==> config.mk <==
export PLATFORM = sky130hd
export DESIGN_NAME = pulse_capture_counter
export DESIGN_NICKNAME = d
export VERILOG_FILES = /design/src/rtl/pcc_pkg.sv /design/src/rtl/pcc_sync.sv /design/src/rtl/pcc_edge.sv /design/src/rtl/pcc_core.sv /design/src/rtl/pcc_capture.sv /design/src/rtl/pulse_capture_counter.sv
export SDC_FILE = /design/constraint.sdc
export NUM_CORES = 1
export LEC_CHECK = 0
export ABC_AREA = 1
export BUFFER_PORTS_ARGS = -buffer_cell sky130_fd_sc_hd__clkbuf_2
export CAP_MARGIN = 20
export CORE_ASPECT_RATIO = 1.2
export CORE_MARGIN = 1.5
export CORE_UTILIZATION = 52
export DETAILED_ROUTE_END_ITERATION = 10
export MAX_ROUTING_LAYER = met4
export PLACE_DENSITY = 0.75
export SLEW_MARGIN = 20
export SYNTH_ARGS = -nofsm -noshare
export SYNTH_HDL_FRONTEND = slang
export SYNTH_SLANG_ARGS = --single-unit
==> constraint.sdc <==
create_clock -name clk -period 1.6 [get_ports clk]
set_input_delay 0.4 -clock clk [delete_from_list [all_inputs] [get_ports clk]]
set_output_delay 0.4 -clock clk [all_outputs]
set_load 0.05 [all_outputs]
==> src/rtl/pcc_pkg.sv <==
package pcc_pkg;
  typedef enum logic {
    MODE_JOINED = 1'b0,
    MODE_SPLIT  = 1'b1
  } mode_e;

  // index of each synchronized input inside the sync bank
  localparam int unsigned IN_A     = 0;
  localparam int unsigned IN_A_ALT = 1;
  localparam int unsigned IN_B     = 2;
  localparam int unsigned IN_CLR_N = 3;
  localparam int unsigned IN_LD_N  = 4;
  localparam int unsigned IN_COUNT = 5;
endpackage

==> src/rtl/pcc_sync.sv <==
module pcc_sync #(
  parameter int unsigned WIDTH  = 5,
  parameter int unsigned STAGES = 2,
  parameter logic [WIDTH-1:0] IDLE = '0
) (
  input  logic             clk,
  input  logic             rst,
  input  logic [WIDTH-1:0] din,
  output logic [WIDTH-1:0] dout
);
  logic [STAGES-1:0][WIDTH-1:0] chain;

  always_ff @(posedge clk) begin
    if (rst) chain[0] <= IDLE;
    else     chain[0] <= din;
  end

  for (genvar s = 1; s < STAGES; s++) begin : g_stage
    always_ff @(posedge clk) begin
      if (rst) chain[s] <= IDLE;
      else     chain[s] <= chain[s-1];
    end
  end

  assign dout = chain[STAGES-1];
endmodule

==> src/rtl/pcc_edge.sv <==
module pcc_edge #(
  parameter int unsigned WIDTH = 2
) (
  input  logic             clk,
  input  logic             rst,
  input  logic [WIDTH-1:0] lvl,
  output logic [WIDTH-1:0] fall
);
  logic [WIDTH-1:0] prev;

  always_ff @(posedge clk) begin
    if (rst) prev <= '0;
    else     prev <= lvl;
  end

  for (genvar i = 0; i < WIDTH; i++) begin : g_det
    assign fall[i] = prev[i] & ~lvl[i];
  end
endmodule

==> src/rtl/pcc_core.sv <==
module pcc_core
  import pcc_pkg::*;
#(
  parameter int unsigned HALF_W = 16,
  localparam int unsigned FULL_W = 2 * HALF_W
) (
  input  logic              clk,
  input  logic              rst,
  input  mode_e             mode,
  input  logic              clr,
  input  logic              step_lo,
  input  logic              step_hi,
  output logic [FULL_W-1:0] count
);
  logic [HALF_W-1:0] lo_q, hi_q;
  logic              lo_wrap;
  logic              hi_adv;

  assign lo_wrap = step_lo && (lo_q == {HALF_W{1'b1}});

  always_comb begin
    unique case (mode)
      MODE_SPLIT:  hi_adv = step_hi;
      MODE_JOINED: hi_adv = lo_wrap | (step_hi & ~lo_q[HALF_W-1]);
      default:     hi_adv = 1'b0;
    endcase
  end

  always_ff @(posedge clk) begin
    if (rst || clr) begin
      lo_q <= '0;
      hi_q <= '0;
    end else begin
      if (step_lo) lo_q <= lo_q + 1'b1;
      if (hi_adv)  hi_q <= hi_q + 1'b1;
    end
  end

  assign count = {hi_q, lo_q};
endmodule

==> src/rtl/pcc_capture.sv <==
module pcc_capture #(
  parameter int unsigned WIDTH = 32
) (
  input  logic             clk,
  input  logic             rst,
  input  logic             take,
  input  logic [WIDTH-1:0] d,
  output logic [WIDTH-1:0] q
);
  always_ff @(posedge clk) begin
    if (rst)       q <= '0;
    else if (take) q <= d;
  end
endmodule

==> src/rtl/pulse_capture_counter.sv <==
module pulse_capture_counter
  import pcc_pkg::*;
#(
  parameter int unsigned HALF_W      = 16,
  parameter int unsigned SYNC_STAGES = 2,
  localparam int unsigned FULL_W     = 2 * HALF_W
) (
  input  logic              clk,
  input  logic              rst,
  input  logic              mode_split_i,
  input  logic              cnt_a_i,
  input  logic              cnt_a_alt_i,
  input  logic              cnt_b_i,
  input  logic              clear_n_i,
  input  logic              load_n_i,
  output logic [FULL_W-1:0] cap_o
);
  localparam logic [IN_COUNT-1:0] IDLE_LVL =
    IN_COUNT'((1 << IN_CLR_N) | (1 << IN_LD_N));

  logic [IN_COUNT-1:0] raw_in, sync_in;
  logic [1:0]          pulse_lvl, pulse_fall;
  logic                fall_a, fall_b, clr_act, ld_act;
  logic [FULL_W-1:0]   count_q;
  mode_e               mode_q;

  always_comb begin
    raw_in           = '0;
    raw_in[IN_A]     = cnt_a_i;
    raw_in[IN_A_ALT] = cnt_a_alt_i;
    raw_in[IN_B]     = cnt_b_i;
    raw_in[IN_CLR_N] = clear_n_i;
    raw_in[IN_LD_N]  = load_n_i;
  end

  always_ff @(posedge clk) begin
    if (rst) mode_q <= mode_split_i ? MODE_SPLIT : MODE_JOINED;
  end

  pcc_sync #(
    .WIDTH  (IN_COUNT),
    .STAGES (SYNC_STAGES),
    .IDLE   (IDLE_LVL)
  ) u_sync (
    .clk  (clk),
    .rst  (rst),
    .din  (raw_in),
    .dout (sync_in)
  );

  // a high on either lower pin blocks: merge after synchronizing
  assign pulse_lvl[0] = sync_in[IN_A] | sync_in[IN_A_ALT];
  assign pulse_lvl[1] = sync_in[IN_B];

  pcc_edge #(.WIDTH(2)) u_edge (
    .clk  (clk),
    .rst  (rst),
    .lvl  (pulse_lvl),
    .fall (pulse_fall)
  );

  assign fall_a  = pulse_fall[0];
  assign fall_b  = pulse_fall[1];
  assign clr_act = ~sync_in[IN_CLR_N];
  assign ld_act  = ~sync_in[IN_LD_N];

  pcc_core #(.HALF_W(HALF_W)) u_core (
    .clk     (clk),
    .rst     (rst),
    .mode    (mode_q),
    .clr     (clr_act),
    .step_lo (fall_a),
    .step_hi (fall_b),
    .count   (count_q)
  );

  pcc_capture #(.WIDTH(FULL_W)) u_cap (
    .clk  (clk),
    .rst  (rst),
    .take (ld_act),
    .d    (count_q),
    .q    (cap_o)
  );
endmodule

### After elaboration in Yosys (flattened, before gate mapping)

Index checks and enable logic that the tools add are counted.

* add/sub/neg operators: 2
* equal/unequal tests: 1
* multiplexer cells: 2
* bitwise operators: 10
* reductions and logical operators: 2

Operators with widths (number)
* $add 16x1->16 const B: 2
* $eq 16x16->1 const B: 1
* $not 1->1: 5
* $and 1x1->1: 3
* $or 1x1->1: 2
* $pmux 1 s2: 1
* $logic_and 1x1->1: 1
* $logic_or 1x1->1: 1
* $mux 1: 1

* flip-flop bits (word level): 77
* input port bits: 8
* output and inout port bits: 32

### Longest topological paths before layout

Gate-level depths: netlist of the first run.

* word-level depth: 6
* gate-level depth with buffers: 10
* depth with buffers taken out: 10

### Hierarchy

Synthesis of the first run repeated with hierarchy kept, for this count alone.

* cells, all modules: 508
* area total of the unflattened synthesis: 3495.9 um2

By module, submodules not included
* pcc_core: times used 1, cells an instance 253, area an instance 1721.7 um2, seq. area each 640.6 um2
* pcc_capture: times used 1, cells an instance 203, area an instance 1338.8 um2, seq. area each 640.6 um2
* pcc_sync: times used 1, cells an instance 36, area an instance 316.6 um2, seq. area each 200.2 um2
* pcc_edge: times used 1, cells an instance 10, area an instance 70.1 um2, seq. area each 40.0 um2
* pulse_capture_counter: times used 1, cells an instance 6, area an instance 48.8 um2, seq. area each 30.0 um2

### Worst setup path before layout of the first run

Ideal clock, no wire load.

* path type: reg-to-reg
* start point: register u_core.lo_q[1]
* end point: register u_core.hi_q[7]
* arrival: 1322 ps
* data required time: 1530 ps
* setup slack: 208 ps
* stages on the path, launching flop included: 9
* cells stage by stage: dfxtp_1 ha_1 nand3_2 nor2_4 nand3_4 nand2_4 buf_12 nand2_2 a21oi_2

* cells in the longest elaborated chain, start to end: 4

RTL lines
* from (decl): line pcc_core.sv:15 `logic [HALF_W-1:0] lo_q, hi_q;`
* from (signal assigned): line pcc_core.sv:34 `if (step_lo) lo_q <= lo_q + 1'b1;`
* $eq 16x16->1: line pcc_core.sv:19 `assign lo_wrap = step_lo && (lo_q == {HALF_W{1'b1}});`
* $logic_and 1x1->1: line pcc_core.sv:19
* $or 1x1->1: line pcc_core.sv:24 `MODE_JOINED: hi_adv = lo_wrap | (step_hi & ~lo_q[HALF_W-1]);`
* $pmux 1 s2: line pcc_core.sv:22 `unique case (mode)`
* to (signal assigned): line pcc_core.sv:35 `if (hi_adv) hi_q <= hi_q + 1'b1;`
* to (decl): line pcc_core.sv:15

No other way between the ends.
A chain may end at the register's enable or synchronous reset.

### Final worst setup path of the first run

* start point: register u_core.lo_q[1]
* end point: register u_core.hi_q[15]

Same word-level chain as after synthesis.

==> results of run 1 <==
## sequential cells by signal (all words and copies together), names as in the netlist
signal and count:
u_sync.dout 5, mode_q 1, u_edge.prev 2, u_core.lo_q 16
u_sync.chain 5, u_cap.q 32, u_core.hi_q 16
## cell usage in the layout, fill, tap and decap left out, types with 3 or more instances in the layout
cell / netlist / routed
a21oi_1: 37 / 37
a21oi_2: 10 / 10
buf_4: 0 / 16
clkbuf_1: 11 / 4
clkbuf_2: 0 / 39
clkbuf_8: 0 / 11
dfxtp_1: 76 / 72
dfxtp_2: 0 / 4
inv_1: 40 / 40
nand2_1: 69 / 68
nand2_2: 12 / 13
nand3_1: 29 / 29
nand4_1: 8 / 8
nor2_1: 64 / 63
nor2_2: 2 / 3
nor2_4: 3 / 3
nor3_1: 4 / 4
o21ai_0: 44 / 44
or2_2: 4 / 4
xor2_1: 6 / 6
## worst paths after layout
| kind | endpoint | slack (ps) |
|---|---|---|
| hold / removal | u_sync.chain[4] | 230 |
| setup reg to reg | u_core.hi_q[15] | 140 |
| hold reg to reg | u_sync.dout[0] | 400 |
| setup / recovery | u_core.hi_q[15] | 140 |
## power by group
part	switching, mW	leakage, nW	total (mW)	internal (mW)
combinational	0.253	0.781	0.339	0.0860
sequential	0.0252	0.630	2.00	1.98
clock	0.645	0.0877	1.29	0.649
## kinds of logic (layout without fill, tap and decap cells)
kind of cell / Yosys count / in the layout
xor+xnor: 7 / 7
compound gates: 92 / 92
flops: 77 / 77
fa+ha+maj: 2 / 2
simple gates: 199 / 199
buf+inv: 60 / 115
## layout make-up
cell class | count | area (um^2) | share of cell area, %
sequential | 77 | 1560 | 40.5
timing repair buffer | 56 | 335 | 8.74
clock inverter | 1 | 5.00 | 0.130
tap | 82 | 103 | 2.67
multi-input combinational | 300 | 1510 | 39.4
clock buffer | 15 | 166 | 4.34
inverter | 43 | 161 | 4.20
## per-layer routing
| metal | vias up | GRT usage, % | share of wire (%) |
|---|---|---|---|
| li1 | 1524 | - | - |
| met1 | 1305 | 31.3 | 48 |
| met2 | 69 | 34.1 | 45 |
| met3 | 10 | 3.70 | 4.5 |
| met4 | 0 | 10.6 | 1.9 |
| met5 | - | - | 0 |
## worst max-delay path, cell delays in order, from the launching register on
cell and delay, ps:
dfxtp_2 370, ha_2 210, nand3_2 140, nor2_4 150, nand3_4 110, nand2_8 110
buf_4 130, nand2_1 60, a21oi_1 120
## what timing repair did
| action | 4_1_cts | 5_1_grt |
|---|---|---|
| gates resized for setup | 0 | 9 |
| endpoints found under the setup margin | 0 | 18 |
| buffers inserted | 0 | 4 |
## metrics by stage
step | utilization [%] | instance area, um^2 | setup slack, ps | hold WS (ps) | power, mW
after global placement | 59.1 | 3600 | 76.0 | 389 | 2.37
after CTS | 61.9 | 3770 | 9.86 | 222 | 3.66
final | 63.0 | 3840 | 140 | 233 | 3.64
after floorplan | - | 3290 | 208 | 388 | 2.29
after global routing | 63.0 | 3840 | -25.1 | 218 | 3.80
after detailed placement | 59.1 | 3600 | 28.4 | 394 | 2.38
==> impl_metrics.toml, run 1 <==
[global_routing]
grt_max_degree = 31
grt-ovfl-total = 0
grt_first_pass_wirelength_um = 12200
grt_usage_pct = 23.3
antenna_found_initial = 0
grt_pass1_vias = 2744

[yosys]
yosysWarnings = 0
synth_edf_count = 1
yosys.area_share.simple_pct = 27.5
synth_compound_area_share_pct = 15.2
ys_seq_elements = 77
async_flop_share_pct = 0
ys_seq_area_share_pct = 47.2
yosys.cell_types.count = 29
syn_area_per_cell_um2 = 7.53
synthTopCellsByCount = "76 x dfxtp_1, 69 x nand2_1, 64 x nor2_1, 44 x o21ai_0, 40 x inv_1"
synth_top_area_cell = "dfxtp_1"
ys.flop_type = "dfxtp_1"
yosys-mux-area-fraction_pct = 0
yosys.area.top_type_share_pct = 46.3
post-synth-top-count-cell = "dfxtp_1"
synthesis.area_um2 = 3290
synth_nets = 447
synth_area_leaders = "dfxtp_1 46%, nand2_1 7.9%, nor2_1 7.3%, o21ai_0 6.7%, a21oi_1 5.6%"
synth_cells = 437
synth_top_family_by_area = "simple AND/OR/NAND/NOR gates"
yosys.area_share.adder_pct = 0.761
synth_xor_area_share_pct = 1.86

[final_layout]
fillers = 540
syn_to_final_growth_pct = 16.7
instances_no_fill = 574
antenna_cells = 0
nets = 497
drive_gt1_share_pct = 22.8

[floorplan]
fp.coreArea_um2 = 6090
start_util_pct = 54.0
die_area_um2 = 6810
rows = 31
num_io_pins = 40
die_h_um = 90.1
die_w_um = 75.6

[clock_network]
cts_tree = "yes"
htree_levels = 3
cts.sinks = 77
clk_pin_slew_ps = 70
cts-hold-fix-buffers = 0
clk_path_buf_depth = 2
cts_inserted_buffers = 9
clkLatencyLatePin_ps = 340
cts_root_buf = "clkbuf_8"

[critical_path]
worstSetupStartpoint = "u_core.lo_q[1]"
worstSetupPathType = "flip-flop to flip-flop"
worst_ep_required_time_ps = 1880
cp_max_fo = 8
crit_arrival_ps = 1740
r2r_cells = 8
startpoint_type = "flip-flop"
r2r_start = "u_core.lo_q[1]"
cp-end-kind = "flip-flop"

[detailed_routing]
wl_per_cell_um = 12.0
post-route-drc-count = 0
drtAntennaViolNets = 0
drt_iter0_drc = 172
routed_wl_um = 6880
firstDrtPassIters = 4
vias_per_cell = 5.07
vias = 2908

[sta]
period_needed_ps = 1460
finalHoldViolCount = 0
slew_headroom_pct = 78.0
max_freq_ghz = 0.685
fin_skew_ps = 7.89
finalMaxSlewViolations = 0
fin_tns_setup_ps = 0
tightest_slew_ps = 329
finalSetupViolCount = 0
finalCritPeriodShare_pct = 91.3

[job]
cap_violations = 0

[placed_design]
dp.cells = 554
port-buffer-count = 39
hpwlAfterDp_um = 4800
place_congestion = 0.921

[worst_hold_path]
hp-class = "primary input to flip-flop"
min-delay-start = "load_n_i"
hold_depth = 2

[power]
peakVddDrop_v = 0.000517
p_leak_nw = 1.50
p_per_area_nw_per_um2 = 947

[run_status]
status = "complete, no violations"
(Power assumes the default switching activity.)
==> inputs of run 2 (changes only) <==
==> constraint.sdc (replaced) <==
create_clock -name clk -period 1.61 [get_ports clk]
set_input_delay 0.4025 -clock clk [delete_from_list [all_inputs] [get_ports clk]]
set_output_delay 0.4025 -clock clk [all_outputs]
set_load 0.05 [all_outputs]
==> run 2 against run 1 <==
  * First-iteration DRC count rose by 35%
  * Utilization fell by 0.45 points
  * Worst hold slack worse by 8.0 ps
  * Critical path depth shrank 1
  * Sequential power is essentially flat
  * Total power rose by 0.16%
  * Design area decreased by 0.72%
  * Final cell count shrank 0.52%
  * Highest routed layer unchanged
==> impl_metrics.toml, run 2 (synthesized netlist as in run 1, its figures left out) <==
[run_status]
status = "complete, no violations"

[floorplan]
fp.coreArea_um2 = 6090
die_area_um2 = 6810
rows = 31
die_w_um = 75.6
start_util_pct = 54.0
die_h_um = 90.1
num_io_pins = 40

[clock_network]
cts_root_buf = "clkbuf_8"
clkLatencyLatePin_ps = 350
cts_inserted_buffers = 9
clk_pin_slew_ps = 80
htree_levels = 3
clk_path_buf_depth = 2
cts.sinks = 77
cts_tree = "yes"

[detailed_routing]
wl_per_cell_um = 11.9
drtAntennaViolNets = 0
drt_iter0_drc = 232
firstDrtPassIters = 4
vias = 2899
post-route-drc-count = 0
vias_per_cell = 5.08
routed_wl_um = 6780

[worst_hold_path]
hold_depth = 1
hp-class = "primary input to flip-flop"

[critical_path]
cp-end-kind = "flip-flop"
worstSetupPathType = "flip-flop to flip-flop"
crit_arrival_ps = 1760
slowest_delay_ps = 420
startpoint_type = "flip-flop"
worst_ep_required_time_ps = 1900
worstPathCellList = "ha_2 > nand3_1 > nor2_1 > nand4_1 > nand2_1 > nand2_2 > a21oi_2"
r2r_cells = 7
crit_slowest_cell = "dfxtp_1"
cp_max_fo = 5

[placed_design]
place_congestion = 0.898
port-buffer-count = 39
hpwlAfterDp_um = 4870

[sta]
period_needed_ps = 1470
finalMaxSlewViolations = 0
slew_headroom_pct = 68.8
finalCritPeriodShare_pct = 91.2
finalSetupViolCount = 0
finalHoldViolCount = 0
max_freq_ghz = 0.681
whs_ps = 225
fin_tns_setup_ps = 0
fin_skew_ps = 11.1
tightest_slew_ps = 466
rsz0062_at_grt = "false"

[final_layout]
drive_gt1_share_pct = 22.7
regMostFlops = "u_cap.q"
syn_to_final_growth_pct = 15.9
nets = 494
fillers = 558
largest_reg_flops = 32
antenna_cells = 0
layout_common_cells = "75 x dfxtp_1, 68 x nand2_1, 61 x nor2_1"
mostFrequentLayoutCell = "dfxtp_1"
top_regs = "u_cap.q (32), u_core.hi_q (16), u_core.lo_q (16)"
fin_util_pct = 62.6

[power]
p_clk_share_pct = 36.3
peakVddDrop_v = 0.000588
p_sw_mw = 0.961
p_leak_nw = 1.48
p_sw_share_pct = 26.4
p_per_area_nw_per_um2 = 956
combPwrFrac_pct = 9.1
p_int_mw = 2.68
power_frac_seq_pct = 54.6

[job]
cap_violations = 0

[global_routing]
grt_usage_pct = 23.0
grt_first_pass_wirelength_um = 11900
grt-ovfl-total = 0
grt_pass1_vias = 2715
grt_max_degree = 31
antenna_found_initial = 0
[run 2: cell count changes in the layout (fill, tap and decap cells not counted), moves of 2 or more]
cell	delta
nor2_2	+2
dfxtp_2	-3
dfxtp_1	+3
nor2_1	-2
buf_4	-2
clkinv_2	+2
clkbuf_1	-3
[run 2: area by class of cell]
cell class / instances / area (um^2) / share of cell area [%]
Sequential cell: 77 / 1550 / 40.7
Timing Repair Buffer: 53 / 300 / 7.88
Tap cell: 82 / 103 / 2.69
Clock inverter: 4 / 22.5 / 0.591
Clock buffer: 12 / 155 / 4.07
Inverter: 43 / 161 / 4.24
Multi-Input combinational cell: 300 / 1520 / 39.8
[run 2: final timing paths]
kind                   startpoint              end  slack, ps
setup / recovery   u_core.hi_q[1]  u_core.hi_q[14]        140
hold / removal       mode_split_i           mode_q        230
setup reg to reg   u_core.hi_q[1]  u_core.hi_q[14]        140
hold reg to reg   u_sync.chain[2]   u_sync.dout[2]        400
[run 2: routing by layer]
layer | global-route usage [%] | routed length (um)
met4 | 9.52 | 112
met1 | 30.3 | 3290
met5 | - | 0
met2 | 34.6 | 3110
met3 | 3.70 | 260
[run 2: what timing repair did]
item / in CTS / in global routing
hold buffers: 0 / 0
setup endpoints to repair: 0 / 18
setup buffers: 0 / 2
gates resized for setup: 0 / 9
[run 2: worst max-delay path, delay by kind of cell, from the launching register on]
kind / cells / cell delay, ps
and+or+nand+nor: 5 / 600
DFF: 1 / 420
AOI/OAI and AO/OA: 1 / 110
adders and majority gates: 1 / 270
[run 2: through the flow]
step                total power, mW  setup slack [ps]  instance area [um^2]  instances
floorplan                      2.28               218                  3290        437
global placement               2.36              81.7                  3590        553
detailed placement             2.36              23.7                  3590        553
CTS                            3.66              20.2                  3770        569
global route                   3.80              5.01                  3810        571
finish                         3.64               141                  3810        571
[run 2: power groups by stage]
stage          Sequential [mW]  Combinational [mW]  Clock [mW]
3_3_place_gp              2.03               0.327           0
3_5_place_dp              2.03               0.330           0
5_1_grt                   2.00               0.366        1.44
6_report                  1.99               0.331        1.32
2_1_floorplan             2.17               0.115           0
4_1_cts                   1.99               0.331        1.34
